### src/rtl/dsp_pkg.sv
package dsp_pkg;
  localparam int NIB_W     = 4;
  localparam int N_DATA    = 9;
  localparam int N_NIB     = N_DATA + 1;
  localparam int PKT_W     = N_NIB * NIB_W;
  localparam int DATA_W    = N_DATA * NIB_W;
  localparam int MAX_QUERY = 5;
  localparam int IRQ_BIT   = 4;
  localparam int CTRL_W    = 8;
  localparam int CTRL_KEEP = 2;
  localparam int N_ACT     = 13;
  localparam logic [NIB_W-1:0] QUERY_CODE = 4'h2;

  typedef enum logic [3:0] {
    ACT_STATUS  = 4'd0,
    ACT_STOP    = 4'd1,
    ACT_QUERY   = 4'd2,
    ACT_READ    = 4'd3,
    ACT_SEEK    = 4'd4,
    ACT_PAUSE   = 4'd5,
    ACT_RESUME  = 4'd6,
    ACT_FFWD    = 4'd7,
    ACT_REWIND  = 4'd8,
    ACT_RECOVER = 4'd9,
    ACT_CLOSE   = 4'd10,
    ACT_OPEN    = 4'd11,
    ACT_OTHER   = 4'd12
  } act_e;

  // inverted low nibble of the sum of all data nibbles
  function automatic logic [NIB_W-1:0] pkt_csum(input logic [DATA_W-1:0] d);
    logic [NIB_W-1:0] acc;
    acc = '0;
    for (int i = 0; i < N_DATA; i++) acc = acc + d[i*NIB_W +: NIB_W];
    return ~acc;
  endfunction

  function automatic act_e decode_act(input logic [NIB_W-1:0] code, input logic query_ok);
    case (code)
      4'h0: return ACT_STATUS;
      4'h1: return ACT_STOP;
      4'h2: return query_ok ? ACT_QUERY : ACT_STATUS;
      4'h3: return ACT_READ;
      4'h4: return ACT_SEEK;
      4'h6: return ACT_PAUSE;
      4'h7: return ACT_RESUME;
      4'h8: return ACT_FFWD;
      4'h9: return ACT_REWIND;
      4'hA: return ACT_RECOVER;
      4'hC: return ACT_CLOSE;
      4'hD: return ACT_OPEN;
      default: return ACT_OTHER;
    endcase
  endfunction
endpackage

### src/rtl/dsp_cmd_decode.sv
module dsp_cmd_decode
  import dsp_pkg::*;
(
  input  logic                 clk,
  input  logic                 rst_n,
  input  logic                 cmd_stb,
  input  logic [PKT_W-1:0]     cmd_pkt,
  output logic [NIB_W-1:0]     sub_status,
  output logic [N_ACT-1:0]     act_req
);
  logic [NIB_W-1:0] code_w;
  logic [NIB_W-1:0] qtype_w;
  logic             query_ok_w;
  logic             query_hit_w;
  act_e             act_sel_w;

  assign code_w      = cmd_pkt[0 +: NIB_W];
  assign qtype_w     = cmd_pkt[3*NIB_W +: NIB_W];
  assign query_ok_w  = (qtype_w <= NIB_W'(MAX_QUERY));
  assign query_hit_w = cmd_stb && (code_w == QUERY_CODE);
  assign act_sel_w   = decode_act(code_w, query_ok_w);

  always_ff @(posedge clk) begin
    if (!rst_n) begin
      sub_status <= '0;
      act_req    <= '0;
    end else begin
      act_req <= cmd_stb ? (N_ACT'(1) << act_sel_w) : '0;
      if (query_hit_w) sub_status <= query_ok_w ? qtype_w : '1;
    end
  end
endmodule

### src/rtl/dsp_pkt_build.sv
module dsp_pkt_build
  import dsp_pkg::*;
(
  input  logic                 clk,
  input  logic                 rst_n,
  input  logic                 export_stb,
  input  logic [DATA_W-1:0]    data_in,
  input  logic                 irq_en,
  output logic [PKT_W-1:0]     stat_pkt,
  output logic [NIB_W-1:0]     csum,
  output logic                 irq_pulse
);
  logic [DATA_W-1:0] data_q;
  logic [NIB_W-1:0]  csum_q;
  logic [NIB_W-1:0]  csum_next_w;

  assign csum_next_w = pkt_csum(data_in);

  always_ff @(posedge clk) begin
    if (!rst_n) begin
      data_q    <= '0;
      csum_q    <= '1;
      irq_pulse <= 1'b0;
    end else begin
      irq_pulse <= export_stb && irq_en;
      if (export_stb) begin
        data_q <= data_in;
        csum_q <= csum_next_w;
      end
    end
  end

  assign stat_pkt = {csum_q, data_q};
  assign csum     = csum_q;
endmodule

### src/rtl/dsp_ctrl_reg.sv
module dsp_ctrl_reg
  import dsp_pkg::*;
(
  input  logic              clk,
  input  logic              rst_n,
  input  logic              wr,
  input  logic [CTRL_W-1:0] wdata,
  input  logic              trim,
  output logic [CTRL_W-1:0] q
);
  localparam logic [CTRL_W-1:0] KEEP_MASK = CTRL_W'((1 << CTRL_KEEP) - 1);
  logic [CTRL_W-1:0] base_w;

  assign base_w = wr ? wdata : q;

  always_ff @(posedge clk) begin
    if (!rst_n) q <= '0;
    else        q <= trim ? (base_w & KEEP_MASK) : base_w;
  end
endmodule

### src/rtl/drive_status_fmt.sv
module drive_status_fmt
  import dsp_pkg::*;
(
  input  logic              clk,
  input  logic              rst_n,
  input  logic              export_stb,
  input  logic [3:0]        drv_state,
  input  logic [7:0]        minute,
  input  logic [7:0]        second,
  input  logic [7:0]        frame,
  input  logic [3:0]        ext_nib,
  input  logic [7:0]        int_mask,
  input  logic              ctrl_wr,
  input  logic [7:0]        ctrl_wdata,
  input  logic              cmd_stb,
  input  logic [39:0]       cmd_pkt,
  output logic [39:0]       stat_pkt,
  output logic [3:0]        csum,
  output logic [7:0]        ctrl_q,
  output logic              irq_pulse,
  output logic [12:0]       act_req
);
  logic [NIB_W-1:0]  sub_status_w;
  logic [DATA_W-1:0] data_w;

  // nibble 0 at the least significant end
  assign data_w = {ext_nib,
                   frame[3:0],  frame[7:4],
                   second[3:0], second[7:4],
                   minute[3:0], minute[7:4],
                   sub_status_w, drv_state};

  dsp_cmd_decode u_dec (
    .clk        (clk),
    .rst_n      (rst_n),
    .cmd_stb    (cmd_stb),
    .cmd_pkt    (cmd_pkt),
    .sub_status (sub_status_w),
    .act_req    (act_req)
  );

  dsp_pkt_build u_pkt (
    .clk        (clk),
    .rst_n      (rst_n),
    .export_stb (export_stb),
    .data_in    (data_w),
    .irq_en     (int_mask[IRQ_BIT]),
    .stat_pkt   (stat_pkt),
    .csum       (csum),
    .irq_pulse  (irq_pulse)
  );

  dsp_ctrl_reg u_ctrl (
    .clk   (clk),
    .rst_n (rst_n),
    .wr    (ctrl_wr),
    .wdata (ctrl_wdata),
    .trim  (export_stb),
    .q     (ctrl_q)
  );
endmodule

### config.mk
export PLATFORM = sky130hd
export DESIGN_NAME = drive_status_fmt
export DESIGN_NICKNAME = d
export VERILOG_FILES = /design/src/rtl/dsp_pkg.sv /design/src/rtl/dsp_cmd_decode.sv /design/src/rtl/dsp_pkt_build.sv /design/src/rtl/dsp_ctrl_reg.sv /design/src/rtl/drive_status_fmt.sv
export SDC_FILE = /design/constraint.sdc
export NUM_CORES = 1
export LEC_CHECK = 0
export CORE_MARGIN = 2
export CORE_UTILIZATION = 36
export DETAILED_ROUTE_END_ITERATION = 12
export GPL_TIMING_DRIVEN = 1
export HOLD_SLACK_MARGIN = 0.08
export PLACE_DENSITY = 0.76
export SYNTH_ARGS = -nofsm -noshare
export SYNTH_HDL_FRONTEND = slang
export SYNTH_SLANG_ARGS = --single-unit
### constraint.sdc
create_clock -name clk -period 3.7 [get_ports clk]
set_clock_uncertainty 0.15 [all_clocks]
set_input_delay 0.555 -clock clk [delete_from_list [all_inputs] [get_ports clk]]
set_output_delay 0.555 -clock clk [all_outputs]
set_load 0.02 [all_outputs]
# == Word level (Yosys, flattened, before mapping) ==
# Cells that the tools add are included.
# Widths: inputs -> output; s select.
# word_totals
output_inout_bits,66
regBits,66
in_bits,93
# classes
muxes,4
order_cmp,1
bitwise,2
reduce_logical,5
n_eq_ne,11
n_addsub,8
shifts,1
# ops
operator,n
$pmux 4 s12,1
$add 4x4->4,8
$eq 4x4->1 const B,5
$shl 1x4->13 const A,1
$eq 4x3->1 const B,3
$eq 4x2->1 const B,2
$eq 4x1->1 const B,1
$le 4x3->1 const B,1
$logic_not 4->1,1
$mux 2,2
$mux 4,1
$not 4->4,1
$logic_and 1x1->1,2
$reduce_and 2->1,1
$reduce_or 2->1,1
$not 1->1,1

# == Longest topological paths before layout ==
# Gate-level depths: netlist (run 1).
# depth
ltp_word,9
depth_mapped,14

# == Hierarchy ==
# A second synthesis (run 1) with hierarchy kept.
# hier_totals
hier_cells,277
area_unflattened_um2,3047.9
# by_module_without_submodules
mod,area_per_inst_um2,instances,cells_each,seq_area_each_um2
dsp_pkt_build,2137.0,1,195,820.8
dsp_cmd_decode,618.1,1,56,340.3
dsp_ctrl_reg,292.8,1,26,160.2

# == Least setup slack after synthesis (run 1) ==
# OpenSTA, ideal clock, no wires.
# synth_path
path_kind,input -> register
start,input port drv_state[2]
end,"register u_pkt.csum_q[3], in the netlist u_pkt.csum[3]"
cell_stages,12
n_path_buf,0
setup_ps,138
path_slack_ps,-339
t_arrival_ps,3751
cell_sequence,fa_1 -> inv_1 -> fa_1 -> fa_1 -> inv_1 -> fa_1 -> ha_1 -> xnor2_1 -> xnor2_1 -> xnor3_1 -> xnor2_1 -> a31oi_1
# synth_between
elab_chain_len,9
# synth_lines
item,line,rtl
from (decl),drive_status_fmt.sv:7,"input logic [3:0] drv_state,"
$add 4x4->4 (8 in series),dsp_pkg.sv:34,for (int i = 0; i < N_DATA; i++) acc = acc + d[i*NIB_W +: NIB_W];
$not 4->4,dsp_pkg.sv:35,return ~acc;
to (signal assigned),dsp_pkt_build.sv:28,csum_q <= csum_next_w;
to (decl),dsp_pkt_build.sv:14,logic [NIB_W-1:0] csum_q;
# No other way between the ends.
# A chain may end at the register's enable or synchronous reset.

# == Worst setup path in the final report (run 1) ==
# layout_path
start,input port ext_nib[2]
end,"register u_pkt.csum_q[3], in the netlist u_pkt.csum[3]"
# layout_between
elab_chain_len,2
# layout_lines
item,line,rtl
from (decl),drive_status_fmt.sv:11,"input logic [3:0] ext_nib,"
$add 4x4->4,dsp_pkg.sv:34,
$not 4->4,dsp_pkg.sv:35,
# No other way between the ends.

==> results of run 1 <==
-- placed cells by master, fill, tap and decap left out, drive strengths merged, types with 2 or more instances in the layout --
master and instances:
mux2i 44, dfxtp 66, inv 21, clkbuf 10
dlygate4sd2 7, ha 4, nor4 3, nand2b 8
clkinv 5, xor2 2, nor2b 38, nand2 10
dlymetal6s2s 2, clkdlybuf4s50 97, nor2 10, o311a 3
buf 10, xnor2 12, clkdlybuf4s15 4, o21ai 4
fa 16, nor3 6
-- cell type report --
type / instances / area [um^2] / share of cell area, %
multi-input cells: 171 / 1520 / 34.4
flip-flops and latches: 66 / 1320 / 30.0
repair buffers: 121 / 1170 / 26.5
well taps: 105 / 131 / 2.98
clock buffers: 9 / 124 / 2.81
inverters: 21 / 78.8 / 1.79
clock inverters: 7 / 70.1 / 1.59
-- flip-flops by register name, summed over array words and instances (netlist names) --
register	count
u_ctrl.q	8
u_dec.sub_status	4
u_pkt.irq_pulse	1
u_pkt.csum	4
u_dec.act_req	13
u_pkt.data_q	36
-- critical path: stages --
cell,delay (ps)
sky130_fd_sc_hd__buf_6,100
sky130_fd_sc_hd__fa_1,540
sky130_fd_sc_hd__inv_2,40
sky130_fd_sc_hd__fa_1,500
sky130_fd_sc_hd__fa_1,540
sky130_fd_sc_hd__inv_2,40
sky130_fd_sc_hd__fa_1,450
sky130_fd_sc_hd__ha_2,200
sky130_fd_sc_hd__xnor2_2,130
sky130_fd_sc_hd__xnor2_1,170
sky130_fd_sc_hd__xnor3_1,250
sky130_fd_sc_hd__xnor2_1,170
sky130_fd_sc_hd__a31oi_1,100
-- through the flow --
stage | std cells | setup WS [ps]
5_1_grt | 500 | -184
4_1_cts | 500 | -112
3_5_place_dp | 484 | -842
3_3_place_gp | 484 | -711
6_report | 500 | -62.6
2_1_floorplan | 274 | -142
-- power breakdown --
part | internal, mW | total [mW] | switching (mW)
sequential | 0.753 | 0.778 | 0.0254
combinational | 0.330 | 0.614 | 0.283
clock | 0.309 | 0.588 | 0.279
-- what timing repair did --
item,4_1_cts,5_1_grt
hold buffers,0,0
pin swaps,16,10
setup buffers,0,0
endpoints found under the setup margin,1,1
gates resized for setup,57,14
-- cell families after synthesis --
| kind of cell | Yosys count | synth area share [%] |
|---|---|---|
| compound gates | 13 | 3.06 |
| xor+xnor | 15 | 4.86 |
| simple gates | 79 | 15.1 |
| flops | 66 | 44.2 |
| mux | 44 | 14.7 |
| buf+inv | 37 | 5.69 |
| fa+ha+maj | 20 | 12.4 |
-- worst max-delay path by stage --
stage | to | cells after the start
floorplan | u_pkt.csum[3] | 12
global placement | u_pkt.csum[3] | 13
detailed placement | u_pkt.csum[3] | 13
CTS | u_pkt.csum[3] | 13
global route | u_pkt.csum[3] | 13
finish | u_pkt.csum[3] | 13
-- metal layers --
| metal | routed length (um) | global-route usage (%) |
|---|---|---|
| met4 | 124 | 5.80 |
| met3 | 722 | 6.48 |
| met1 | 2800 | 17.0 |
| met5 | 0 | 0 |
| met2 | 3210 | 25.9 |
==> impl_metrics.env, run 1 <==
export IMPL_setup_viol=1
export IMPL_wire_length_of_the_first_global_routing_pass_mm=10.6
export IMPL_report_final_slew_viol_count=0
export IMPL_grt_ovfl_total=0
export IMPL_finalWirelength_mm=6.86
export IMPL_num_nets_final=503
export IMPL_area_share_of_the_largest_cell_type_after_synthesis_pct=44.2
export IMPL_grt_start_max_net_pins=49
export IMPL_timing_final_crit_share_pct=102
export IMPL_floorplan_core_area_mm2=0.00813
export IMPL_synth_edf_count=0
export IMPL_effective_utilization_at_floorplan_pct=36.7
export IMPL_hp_class="in2reg"
export IMPL_leak_pwr_nw=1.85
export IMPL_worstRegToRegCells=12
export IMPL_cts_inserted_buffers=9
export IMPL_ys_seq_elements=66
export IMPL_buffer_ports_inserted=119
export IMPL_dr_total_vias=2251
export IMPL_area_growth_syn_to_layout_pct=47.7
export IMPL_violations_in_the_final_reports="negative setup slack"
export IMPL_n_fill_cell=740
export IMPL_r2r_setup_slack_ps=-30
export IMPL_floorplan_die_area_mm2=0.00905
export IMPL_avgSynthCellArea_um2=10.9
export IMPL_whs_endpoint="u_pkt.data_q[30]"
export IMPL_whs_path_depth=3
export IMPL_detailedRoute_firstPassIterationCount=4
export IMPL_drt_vias_per_instance=4.50
export IMPL_finalInstanceArea_mm2=0.00441
export IMPL_antennaDiodeCount=0
export IMPL_ys_flop_type="sky130_fd_sc_hd__dfxtp_1"
export IMPL_clock_sinks=66
export IMPL_start_point_of_the_critical_path="ext_nib[2]"
export IMPL_mapped_area_mm2=0.00299
export IMPL_r2r_start="u_dec.sub_status[2]"
export IMPL_io_pins=159
export IMPL_power_density_mw_per_mm2=449
export IMPL_cts_root_buffer_cell="sky130_fd_sc_hd__clkbuf_8"
export IMPL_routabilityCongestion=0.806
export IMPL_run_status="complete, but fails checks"
export IMPL_clockBufferDepth=2
export IMPL_wl_per_cell_um=13.7
export IMPL_peakVddDrop_mv=0.204
export IMPL_yosys_area_top_type="sky130_fd_sc_hd__dfxtp_1"
export IMPL_die_h_um=95.1
export IMPL_drtAntennaViolNets=0
export IMPL_ys_warn_count=0
export IMPL_detailed_place_area_mm2=0.00424
export IMPL_startpoint_type="input port"
export IMPL_asyncSetResetFlopFracSynth_pct=0
export IMPL_ctsHtreeMaxLevel=3
export IMPL_grt_setup_unrepaired="yes"
export IMPL_finalCoreUtilization_pct=54.3
export IMPL_clock_insertion_delay_worst_skew_ps=330
export IMPL_fp_row_count=33
export IMPL_cts_tree="built"
export IMPL_crit_path_end_kind="flip-flop"
export IMPL_synthesis_instances=274
export IMPL_clk_pin_slew_worst_paths_ps=70
export IMPL_drc=0
export IMPL_setup_tns_final_ps=-62.6
export IMPL_synth_cell_type_count=33
export IMPL_finalHoldViolations=0
export IMPL_grt_antenna_before_repair=0
export IMPL_grt_usage_pct=15.3
export IMPL_worst_hold_startpoint="frame[2]"
export IMPL_yosys_cell_count_top_type="sky130_fd_sc_hd__dfxtp_1"
export IMPL_fin_hold_ws_ps=331
export IMPL_netlist_top_cells_area="sky130_fd_sc_hd__dfxtp_1, sky130_fd_sc_hd__mux2i_1, sky130_fd_sc_hd__fa_1, sky130_fd_sc_hd__nor2b_1, sky130_fd_sc_hd__xnor2_1"
export IMPL_grt_pass1_vias=2335
export IMPL_finalWorstPathRequiredPeriod_ps=3760
export IMPL_detailedRoute_firstIterationViolations=53
export IMPL_max_freq_mhz=266
export IMPL_syn_nets=387
export IMPL_worst_setup_path_type="in2reg"
export IMPL_die_width_um=95.1
export IMPL_synth_sequential_area_ratio_pct=44.2
export IMPL_setup_ws_ps=-62.6
export IMPL_crit_path_max_fanout=2
export IMPL_power_total_mw=1.98
export IMPL_timing_worst_slew_pin_value_ps=691
export IMPL_crit_arrival_ps=3790
export IMPL_layout_drive_gt1_share_pct=12.7
export IMPL_slew_headroom_pct=54.0
export IMPL_detail_placement_hpwl_mm=5.26
export IMPL_rr_endpoint="u_pkt.csum[3]"
export IMPL_timing_critical_path_required_ps=3730
export IMPL_top_cells_by_count_synth="sky130_fd_sc_hd__dfxtp_1, sky130_fd_sc_hd__mux2i_1, sky130_fd_sc_hd__nor2b_1"
export IMPL_maxCapViolCount=0
No activity file was read; power rests on OpenSTA's default activity.
==> run 2, diff against run 1 <==
- SLEW_MARGIN: unset -> 20
==> results of run 2 <==
The final DEF is identical to that of run 1; final timing and power are the same.
